--- src/rtl/uart_tx_pkg.sv ---
package uart_tx_pkg;

  localparam int unsigned DATA_BITS = 8;

  typedef enum logic [2:0] {
    ST_IDLE  = 3'd0,
    ST_START = 3'd1,
    ST_DELAY = 3'd2,
    ST_SHIFT = 3'd3,
    ST_STOP  = 3'd4
  } tx_state_t;

  // Bit length in cycles for a rate select value.
  function automatic int unsigned pick_divisor(input logic [1:0] sel,
                                               input int unsigned d0,
                                               input int unsigned d1,
                                               input int unsigned d2,
                                               input int unsigned d3);
    int unsigned r;
    case (sel)
      2'd0:    r = d0;
      2'd1:    r = d1;
      2'd2:    r = d2;
      default: r = d3;
    endcase
    return r;
  endfunction

  function automatic int unsigned max_of4(input int unsigned a,
                                          input int unsigned b,
                                          input int unsigned c,
                                          input int unsigned d);
    int unsigned m;
    m = a;
    if (b > m) m = b;
    if (c > m) m = c;
    if (d > m) m = d;
    return m;
  endfunction

endpackage

--- src/rtl/tx_bit_timer.sv ---
module tx_bit_timer #(
  parameter int unsigned CNT_W = 15
) (
  input  logic             clk,
  input  logic             rst_n,
  input  logic             load,
  input  logic [CNT_W-1:0] period_in,
  input  logic             run,
  output logic             bit_end
);

  logic [CNT_W-1:0] period_q;
  logic [CNT_W-1:0] cnt_q;

  assign bit_end = run && (cnt_q == period_q - CNT_W'(1));

  always_ff @(posedge clk or negedge rst_n) begin
    if (!rst_n) begin
      period_q <= '1;
      cnt_q    <= '0;
    end else if (load) begin
      period_q <= period_in;
      cnt_q    <= '0;
    end else if (run) begin
      cnt_q <= bit_end ? '0 : cnt_q + CNT_W'(1);
    end else begin
      cnt_q <= '0;
    end
  end


  period_hold_chk: assert property (@(posedge clk) disable iff (!rst_n)
    (run && !load) |=> $stable(period_q));


  cnt_in_range_chk: assert property (@(posedge clk) disable iff (!rst_n)
    run |-> (cnt_q < period_q));

endmodule

--- src/rtl/tx_shifter.sv ---
module tx_shifter #(
  parameter int unsigned W = 8
) (
  input  logic         clk,
  input  logic         rst_n,
  input  logic         load,
  input  logic [W-1:0] data_in,
  input  logic         shift,
  output logic         lsb,
  output logic         all_sent
);

  localparam int unsigned CW = $clog2(W + 1);

  logic [W-1:0]  sh_q;
  logic [CW-1:0] sent_q;

  assign lsb      = sh_q[0];
  assign all_sent = (sent_q == CW'(W));

  always_ff @(posedge clk or negedge rst_n) begin
    if (!rst_n) begin
      sh_q   <= '0;
      sent_q <= '0;
    end else if (load) begin
      sh_q   <= data_in;
      sent_q <= '0;
    end else if (shift) begin
      sh_q   <= {1'b0, sh_q[W-1:1]};
      sent_q <= sent_q + CW'(1);
    end
  end


  no_overshift_chk: assert property (@(posedge clk) disable iff (!rst_n)
    shift |-> (sent_q < CW'(W)));

endmodule

--- src/rtl/tx_sequencer.sv ---
module tx_sequencer
  import uart_tx_pkg::*;
(
  input  logic clk,
  input  logic rst_n,
  input  logic in_valid,
  input  logic bit_end,
  input  logic lsb,
  input  logic all_sent,
  output logic in_ready,
  output logic accept,
  output logic shift_en,
  output logic run,
  output logic txd,
  output logic busy
);

  tx_state_t state_q, state_d;
  logic      txd_q, txd_d;

  assign in_ready = (state_q == ST_IDLE) || ((state_q == ST_STOP) && bit_end);
  assign accept   = in_valid && in_ready;
  assign shift_en = (state_q == ST_SHIFT);
  assign run      = (state_q != ST_IDLE);
  assign busy     = run;
  assign txd      = txd_q;

  always_comb begin
    state_d = state_q;
    txd_d   = txd_q;
    case (state_q)
      ST_IDLE: begin
        if (accept) begin
          state_d = ST_START;
          txd_d   = 1'b0;
        end
      end
      ST_START: begin
        if (bit_end) begin
          state_d = ST_SHIFT;
          txd_d   = lsb;
        end
      end
      ST_SHIFT: begin
        state_d = ST_DELAY;
      end
      ST_DELAY: begin
        if (bit_end) begin
          if (all_sent) begin
            state_d = ST_STOP;
            txd_d   = 1'b1;
          end else begin
            state_d = ST_SHIFT;
            txd_d   = lsb;
          end
        end
      end
      ST_STOP: begin
        if (bit_end) begin
          if (accept) begin
            state_d = ST_START;
            txd_d   = 1'b0;
          end else begin
            state_d = ST_IDLE;
            txd_d   = 1'b1;
          end
        end
      end
      default: begin
        state_d = ST_IDLE;
        txd_d   = 1'b1;
      end
    endcase
  end

  always_ff @(posedge clk or negedge rst_n) begin
    if (!rst_n) begin
      state_q <= ST_IDLE;
      txd_q   <= 1'b1;
    end else begin
      state_q <= state_d;
      txd_q   <= txd_d;
    end
  end


  idle_line_high_chk: assert property (@(posedge clk) disable iff (!rst_n)
    (state_q == ST_IDLE) |-> txd_q);


  start_after_accept_chk: assert property (@(posedge clk) disable iff (!rst_n)
    accept |=> (!txd_q && busy));


  txd_only_at_boundary_chk: assert property (@(posedge clk) disable iff (!rst_n)
    (run && !bit_end && !accept) |=> $stable(txd_q));


  shift_then_delay_chk: assert property (@(posedge clk) disable iff (!rst_n)
    (state_q == ST_SHIFT) |=> (state_q == ST_DELAY));


  stop_after_all_bits_chk: assert property (@(posedge clk) disable iff (!rst_n)
    (state_q == ST_STOP) |-> all_sent);


  ready_low_mid_frame_chk: assert property (@(posedge clk) disable iff (!rst_n)
    ((state_q == ST_DELAY) || (state_q == ST_SHIFT) || (state_q == ST_START)) |-> !in_ready);

endmodule

--- src/rtl/uart_serializer.sv ---
module uart_serializer
  import uart_tx_pkg::*;
#(
  parameter int unsigned BAUD_DIV0 = 20833,
  parameter int unsigned BAUD_DIV1 = 10416,
  parameter int unsigned BAUD_DIV2 = 5208,
  parameter int unsigned BAUD_DIV3 = 2604
) (
  input  logic       clk,
  input  logic       rst_n,
  input  logic       in_valid,
  output logic       in_ready,
  input  logic [7:0] in_data,
  input  logic [1:0] baud_sel,
  output logic       txd,
  output logic       busy
);

  localparam int unsigned DIV_MAX = max_of4(BAUD_DIV0, BAUD_DIV1, BAUD_DIV2, BAUD_DIV3);
  localparam int unsigned CNT_W   = $clog2(DIV_MAX + 1);

  logic             accept;
  logic             shift_en;
  logic             run;
  logic             bit_end;
  logic             lsb;
  logic             all_sent;
  logic [CNT_W-1:0] period_sel;

  assign period_sel = CNT_W'(pick_divisor(baud_sel, BAUD_DIV0, BAUD_DIV1,
                                          BAUD_DIV2, BAUD_DIV3));

  tx_bit_timer #(.CNT_W(CNT_W)) u_timer (
    .clk       (clk),
    .rst_n     (rst_n),
    .load      (accept),
    .period_in (period_sel),
    .run       (run),
    .bit_end   (bit_end)
  );

  tx_shifter #(.W(DATA_BITS)) u_shifter (
    .clk      (clk),
    .rst_n    (rst_n),
    .load     (accept),
    .data_in  (in_data),
    .shift    (shift_en),
    .lsb      (lsb),
    .all_sent (all_sent)
  );

  tx_sequencer u_seq (
    .clk      (clk),
    .rst_n    (rst_n),
    .in_valid (in_valid),
    .bit_end  (bit_end),
    .lsb      (lsb),
    .all_sent (all_sent),
    .in_ready (in_ready),
    .accept   (accept),
    .shift_en (shift_en),
    .run      (run),
    .txd      (txd),
    .busy     (busy)
  );

endmodule

--- config.mk ---
export PLATFORM = sky130hd
export DESIGN_NAME = uart_serializer
export DESIGN_NICKNAME = d
export VERILOG_FILES = /design/src/rtl/uart_tx_pkg.sv /design/src/rtl/tx_bit_timer.sv /design/src/rtl/tx_shifter.sv /design/src/rtl/tx_sequencer.sv /design/src/rtl/uart_serializer.sv
export SDC_FILE = /design/constraint.sdc
export NUM_CORES = 1
export LEC_CHECK = 0
export ABC_AREA = 1
export BUFFER_PORTS_ARGS = -buffer_cell sky130_fd_sc_hd__buf_2
export CAP_MARGIN = 15
export CORE_MARGIN = 10
export CORE_UTILIZATION = 46
export DETAILED_ROUTE_END_ITERATION = 10
export PLACE_DENSITY = 0.69
export SLEW_MARGIN = 30
export SYNTH_ARGS = -nofsm -noshare
export SYNTH_HDL_FRONTEND = slang
export SYNTH_SLANG_ARGS = --single-unit
--- constraint.sdc ---
create_clock -name clk -period 3.1 [get_ports clk]
set_input_delay 0.31 -clock clk [delete_from_list [all_inputs] [get_ports clk]]
set_output_delay 0.31 -clock clk [all_outputs]
set_load 0.02 [all_outputs]
==> parameters.txt, run 1 <==
Parameter                              Value

Place
  Last weighted congestion value of the routability-driven placer ... 0.940
  Half-perimeter wire length after detailed placement ... 4.61 mm
  Port-buffer cells ... 15
  Worst-case setup slack after placement ... 0.275 ns
  Post-placement cell count ... 479

CTS
  Hold-fix buffer count after cts ... 0
  Clock slew seen by the registers of the worst setup and hold paths ... 0.08 ns
  Clk_lat worst skew ... 0.31 ns
  Htree depth ... 2
  Number of cells upsized or downsized after cts ... 0
  Post-CTS Setup Repair Bufs ... 0
  Total CTS buffers ... 5
  Buffer levels on the longest clock path ... 2
  Number of clock sinks seen by CTS ... 41
  CTS tree ... done
  Clk Tree Root Cell ... sky130_fd_sc_hd__clkbuf_8

Floorplan
  Number of placement rows ... 28
  Core area ... 5990 µm²
  Top-level I/O count ... 16
  Total Die Area ... 9800 µm²
  Height of the chip ... 99.0 µm
  Die width ... 99.0 µm
  Initial core utilization ... 47.9%

Timing
  Tightest hold margin ... -0.0325 ns
  Share of the clock period used by the worst path after layout ... 90.4%
  Final worst clock skew ... 0.00809 ns
  Number of setup violations in the final report ... 0
  Hold Violations, Final ... 30
  RSZ-0062 raised after global routing ... no
  Worst max-slew margin expressed relative to the limit ... 62.0%
  Tightest Pin Transition ... 0.565 ns
  Total Negative Setup Slacks ... 0 ns
  Final max-slew violation count ... 0
  Tmin final ... 2.80 ns
  Worst setup margin ... 0.298 ns
  Peak Freq ... 357 MHz

Yosys
  Area of the mapped netlist ... 2870 µm²
  Post-synthesis register bit count ... 41
  Synthesized area divided by synthesized cell count ... 7.25 µm²
  Top FF cell, synth ... sky130_fd_sc_hd__dfrtp_1
  Gate count of the mapped netlist ... 396
  Seq/Total Area, Yosys ... 36.2%
  Post-synth EDFFs ... 0
  Post-synthesis async set-or-reset flop share ... 100%
  Synthesis Warnings ... 0
  Net count of the mapped netlist ... 418
  Count of cell types in the netlist ... 35

Critical path
  Most frequent CP cell ... sky130_fd_sc_hd__nand2_2
  Category of the critical setup timing path ... reg2out
  Data required time at the worst endpoint ... 2.79 ns
  Endpoint class of the critical path ... output port
  Data arrival, critical path ... 2.49 ns
  Setup crit start kind ... register
  Critical-path top delay cell ... sky130_fd_sc_hd__dfstp_2
  Largest stage delay on the critical path ... 0.64 ns
  Cell chain of the critical path ... inv_1 > ha_1 > nand2_2 > nor2_4 > nand2_2 > nand3b_1 > nand2_1 > nor4b_2 > nand4_1 > a21oi_1 > buf_2
  Worst Path Max Fanout ... 8

Outcome
  Result of the run ... finished, violations left
  Violations in the final reports ... negative hold slack

GRT
  Remaining global-route overflow ... 0
  Initial antenna violation count ... 0
  Total global-route track usage ... 12.8%
  Number of global-route vias before repair ... 2,282
  Pin count of the biggest net entering global routing ... 42
  Global-route wire length before repair ... 10.7 mm

Pwr
  Net switching power ... 0.00127 W
  Power density normalized to cell area ... 857 nW/µm²
  Clock Power Share ... 13.7%
  Static Leakage ... 1.54 nW
  Proportion of power drawn by flip-flops and latches ... 34.5%
  Switching share of power ... 47.4%
  Highest ir drop seen on vdd ... 403 µV
  Portion of total power attributed to combinational logic ... 51.8%
  P_int ... 0.00140 W

Layout
  Most used cells in the layout excluding fill and tap cells ... sky130_fd_sc_hd__nand2_1, sky130_fd_sc_hd__inv_1, sky130_fd_sc_hd__nor2_1
  Most common cell after layout, fill and taps aside ... sky130_fd_sc_hd__nand2_1
  Multi-input gate area in the final layout ... 1540 µm²
  Net count, final ... 434
  Fraction of layout instances using a drive strength above 1 ... 19.9%
  Filler cell count in the final layout ... 591
  Ant. Diodes ... 0
  Number of non-filler instances in the completed layout ... 488
  Post-synthesis to final-layout area growth ... 8.50%
  Area of all sequential standard cells ... 1040 µm²

Route
  Met1 layer wirelength in the final routing ... 2.91 mm
  Top sig layer ... met4
  First-pass DRT Iterations ... 4
  Final routed wirelength across all metal layers ... 6.07 mm
  Ratio of routed vias to standard cells ... 4.94
  Residual antenna-violating net count after detailed routing ... 0
  DR DRC count ... 0
  Total number of vias ... 2,410
  Total length of routed met3 wires ... 329 µm
  Starting DRT DRC Count ... 147
  Met2 wirelength from detailed routing ... 2.73 mm
  Routed length per placed instance ... 12.4 µm

Min path
  Hold/Removal Path Class ... in2async

Run
  Max-cap violations ... 0
[layer usage]
metal	global-route usage (%)	vias to the layer above
li1	-	1260
met1	16.7	1090
met2	19.7	50
met3	3.63	10
met4	4.52	0
met5	0	-
[synthesized netlist by cell type (all sizes together), types with 7 or more instances]
master  number  area (µm²)
nand4       11        68.8
a21oi        7        38.8
xnor2        8        70.1
buf          9        61.3
nand2      108         420
o21ai       15         109
nor2        54         238
nor3         8        40.0
nand3       35         218
dfstp       11         289
inv         66         248
ha           9         113
xor2        11        96.3
dfrtp       30         751
[stage by stage]
stage	instance area, µm²	utilization [%]	hold WS, ns	total power [W]
CTS	3090	51.6	0.167	0.00266
finish	3120	52.0	-0.0325	0.00267
floorplan	2870	-	0.0144	0.00200
global route	3120	52.0	0.00733	0.00295
detailed placement	3000	50.0	0.465	0.00228
global placement	3000	50.0	0.461	0.00226
[worst max-delay path: cells and delay by family (launching register included)]
family / cells / cell delay [ns]
compound gates: 1 / 0.15
fa+ha+maj: 1 / 0.27
buf+inv: 2 / 0.31
flops: 1 / 0.64
simple gates: 7 / 0.82
[layout make-up]
class,instances,area share [%]
repair buffers,18,3.21
inverters,66,7.95
multi-input cells,280,49.5
flip-flops and latches,41,33.4
well taps,75,3.01
clock inverters,3,0.723
clock buffers,5,2.21
[power by group through the flow]
stage | clock (W) | combinational [W] | sequential, W
after detailed placement | 0 | 0.00135 | 0.000930
after floorplan | 0 | 0.00113 | 0.000870
after global routing | 0.000407 | 0.00159 | 0.000951
after CTS | 0.000379 | 0.00136 | 0.000921
final | 0.000367 | 0.00138 | 0.000921
after global placement | 0 | 0.00133 | 0.000930
[final timing paths]
check	start	endpoint	slack, ns	cells past startpoint
setup / recovery	u_timer.period_q[8]	in_ready	0.30	11
hold / removal	rst_n	u_timer.cnt_q[4]	-0.03	1
setup reg to reg	u_timer.period_q[8]	u_shifter.sh_q[7]	0.42	14
hold reg to reg	u_timer.period_q[1]	u_timer.period_q[1]	0.48	2
max in group asynchronous	rst_n	u_timer.period_q[12]	2.76	1
min in group clk	in_data[7]	u_shifter.sh_q[7]	0.25	3
[sequential cells by signal (all words and copies together) (netlist names)]
register / count
u_seq.state_q: 3
u_timer.cnt_q: 15
u_shifter.sh_q: 8
u_timer.period_q: 10
u_shifter.sent_q: 4
u_seq.txd: 1
[cell families (layout without fill, tap and decap cells)]
| kind of cell | after synthesis | count (layout) | share of synthesized area, % |
|---|---|---|---|
| compound gates | 28 | 28 | 7.15 |
| buf+inv | 76 | 92 | 10.9 |
| simple gates | 223 | 224 | 36.0 |
| flops | 41 | 41 | 36.2 |
| xor+xnor | 19 | 19 | 5.80 |
| fa+ha+maj | 9 | 9 | 3.92 |
No activity file was read; power rests on OpenSTA's default activity.
==> run 2: changes to the inputs <==
--- a/config.mk
+++ b/config.mk
@@ -9,9 +9,8 @@
 export BUFFER_PORTS_ARGS = -buffer_cell sky130_fd_sc_hd__buf_2
 export CAP_MARGIN = 15
 export CORE_MARGIN = 10
-export CORE_UTILIZATION = 46
+export CORE_UTILIZATION = 35
 export DETAILED_ROUTE_END_ITERATION = 10
-export PLACE_DENSITY = 0.69
 export SLEW_MARGIN = 30
 export SYNTH_ARGS = -nofsm -noshare
 export SYNTH_HDL_FRONTEND = slang
==> run 2 against run 1 <==
The flow still finishes with violations (negative hold slack). Fmax up 0.32%. Non-clock buffer count is 2 higher. Wire length increased by 2.8%. Total power up 3.1%. Clock skew fell by 0.0042 ns. Largest cell class unchanged.
==> parameters.txt, run 2 (same netlist as run 1, synthesis figures left out) <==
Parameter                              Value

Outcome
  Result of the run ... finished, violations left
  Violations in the final reports ... negative hold slack

GRT
  Pin count of the biggest net entering global routing ... 42
  Initial antenna violation count ... 0
  Global-route wire length before repair ... 11.2 mm
  Number of global-route vias before repair ... 2,384
  Total global-route track usage ... 10.4%
  Remaining global-route overflow ... 0

Timing
  Peak Freq ... 358 MHz
  Final worst clock skew ... 0.00392 ns
  Worst setup margin ... 0.306 ns
  Total Negative Setup Slacks ... 0 ns
  Tightest Pin Transition ... 0.707 ns
  RSZ-0062 raised after global routing ... no
  Hold Violations, Final ... 12
  Share of the clock period used by the worst path after layout ... 90.1%
  Tmin final ... 2.79 ns
  Worst max-slew margin expressed relative to the limit ... 52.7%
  Tightest hold margin ... -0.00701 ns
  Number of setup violations in the final report ... 0
  Final max-slew violation count ... 0

Pwr
  Highest ir drop seen on vdd ... 385 µV
  Static Leakage ... 1.56 nW
  Switching share of power ... 45.8%
  P_int ... 0.00149 W
  Power density normalized to cell area ... 870 nW/µm²
  Proportion of power drawn by flip-flops and latches ... 33.2%
  Portion of total power attributed to combinational logic ... 50.6%
  Net switching power ... 0.00126 W
  Clock Power Share ... 16.2%
  Total power ... 0.00275 W

Min path
  Hold/Removal Path Class ... in2async

Layout
  Most used cells in the layout excluding fill and tap cells ... sky130_fd_sc_hd__nand2_1, sky130_fd_sc_hd__inv_1, sky130_fd_sc_hd__nor2_1
  Number of non-filler instances in the completed layout ... 516
  Post-synthesis to final-layout area growth ... 10.2%
  Fraction of layout instances using a drive strength above 1 ... 19.8%
  Net count, final ... 435
  Design Area, Final ... 3160 µm²
  Register name with the most flops ... u_timer.cnt_q
  Largest registers ... u_timer.cnt_q (15), u_timer.period_q (10), u_shifter.sh_q (8)
  Ant. Diodes ... 0
  Most common cell after layout, fill and taps aside ... sky130_fd_sc_hd__nand2_1
  Filler cell count in the final layout ... 859
  Largest register FFs ... 15

Critical path
  Data required time at the worst endpoint ... 2.79 ns
  Setup crit start kind ... register
  Category of the critical setup timing path ... reg2out
  Data arrival, critical path ... 2.48 ns
  Worst Path Max Fanout ... 5
  Endpoint class of the critical path ... output port

Place
  Placed cell area ... 3050 µm²
  Port-buffer cells ... 15
  Worst-case setup slack after placement ... 0.435 ns
  Post-placement cell count ... 508
  Half-perimeter wire length after detailed placement ... 4.74 mm
  Last weighted congestion value of the routability-driven placer ... 0.865

Route
  Total number of vias ... 2,403
  Routed length per placed instance ... 12.1 µm
  First-pass DRT Iterations ... 4
  DR DRC count ... 0
  Starting DRT DRC Count ... 131
  Ratio of routed vias to standard cells ... 4.66
  Residual antenna-violating net count after detailed routing ... 0
  Final routed wirelength across all metal layers ... 6.24 mm

Floorplan
  Number of placement rows ... 32
  Height of the chip ... 111 µm
  Die width ... 111 µm
  Top-level I/O count ... 16
  Core area ... 7850 µm²
  Total Die Area ... 12,200 µm²
  Initial core utilization ... 36.6%

CTS
  Hold-fix buffer count after cts ... 0
  Buffer levels on the longest clock path ... 2
  Clk Tree Root Cell ... sky130_fd_sc_hd__clkbuf_8
  Number of cells upsized or downsized after cts ... 0
  Clk_lat worst skew ... 0.29 ns
  Number of clock sinks seen by CTS ... 41
  Post-CTS Setup Repair Bufs ... 0
  Clock slew seen by the registers of the worst setup and hold paths ... 0.09 ns
  Htree depth ... 2
  Total CTS buffers ... 5
  CTS tree ... done

Run
  Max-cap violations ... 0
==> run 2: cell types whose count changed in the layout (fill, tap and decap cells not counted) <==
cell	change
sky130_fd_sc_hd__nor4b_1	+1
sky130_fd_sc_hd__buf_4	+2
sky130_fd_sc_hd__nor4b_2	-1
sky130_fd_sc_hd__nand3_4	-1
sky130_fd_sc_hd__bufinv_16	+1
sky130_fd_sc_hd__clkinv_4	+1
sky130_fd_sc_hd__clkinvlp_4	-2
==> run 2: through the flow <==
step | util (%) | hold WS [ns]
global placement | 38.8 | 0.458
CTS | 40.3 | 0.198
finish | 40.3 | -0.00701
global route | 40.3 | 0.0261
floorplan | - | 0.0144
detailed placement | 38.8 | 0.459
==> run 2: critical path: stages, from the launching register on <==
cell and delay, ns:
sky130_fd_sc_hd__dfstp_2 0.53, sky130_fd_sc_hd__inv_1 0.08, sky130_fd_sc_hd__ha_1 0.26, sky130_fd_sc_hd__nand2_2 0.15
sky130_fd_sc_hd__nor2_4 0.07, sky130_fd_sc_hd__nand2_2 0.08, sky130_fd_sc_hd__nand3b_1 0.07, sky130_fd_sc_hd__nand2_1 0.11
sky130_fd_sc_hd__nor4b_1 0.29, sky130_fd_sc_hd__nand4_1 0.19, sky130_fd_sc_hd__a21oi_1 0.16, sky130_fd_sc_hd__buf_2 0.18
==> run 2: power groups by stage <==
stage | registers (W) | logic (W) | clock network (W)
2_1_floorplan | 0.000870 | 0.00113 | 0
3_3_place_gp | 0.000920 | 0.00137 | 0
3_5_place_dp | 0.000922 | 0.00140 | 0
4_1_cts | 0.000914 | 0.00140 | 0.000466
5_1_grt | 0.000942 | 0.00160 | 0.000485
6_report | 0.000914 | 0.00139 | 0.000446
==> run 2: final timing paths <==
| kind | startpoint | to | slack (ns) | cells past startpoint |
|---|---|---|---|---|
| setup / recovery | u_timer.period_q[8] | in_ready | 0.31 | 11 |
| hold / removal | rst_n | u_timer.cnt_q[4] | -0.007 | 1 |
| setup reg to reg | u_timer.period_q[8] | u_shifter.sh_q[0] | 0.41 | 15 |
| hold reg to reg | u_timer.period_q[1] | u_timer.period_q[1] | 0.47 | 2 |
| max in group asynchronous | rst_n | u_seq.txd | 2.73 | 1 |
| min in group clk | in_data[7] | u_shifter.sh_q[7] | 0.25 | 3 |
==> run 2: cell type report <==
cell class,instances,area [µm²],share of cell area [%]
Sequential cell,41,1040,32.9
Clock inverter,3,46.3,1.46
Multi-Input combinational cell,279,1520,48.0
Tap cell,102,128,4.03
Timing Repair Buffer,20,115,3.64
Clock buffer,5,68.8,2.17
Inverter,66,248,7.83
==> run 2: layer usage <==
metal	wire length, µm	vias up	global-route usage, %
met5	0	-	0
met3	166	9	1.57
li1	-	1260	-
met2	2850	38	16.7
met4	131	0	4.23
met1	3090	1096	13.6
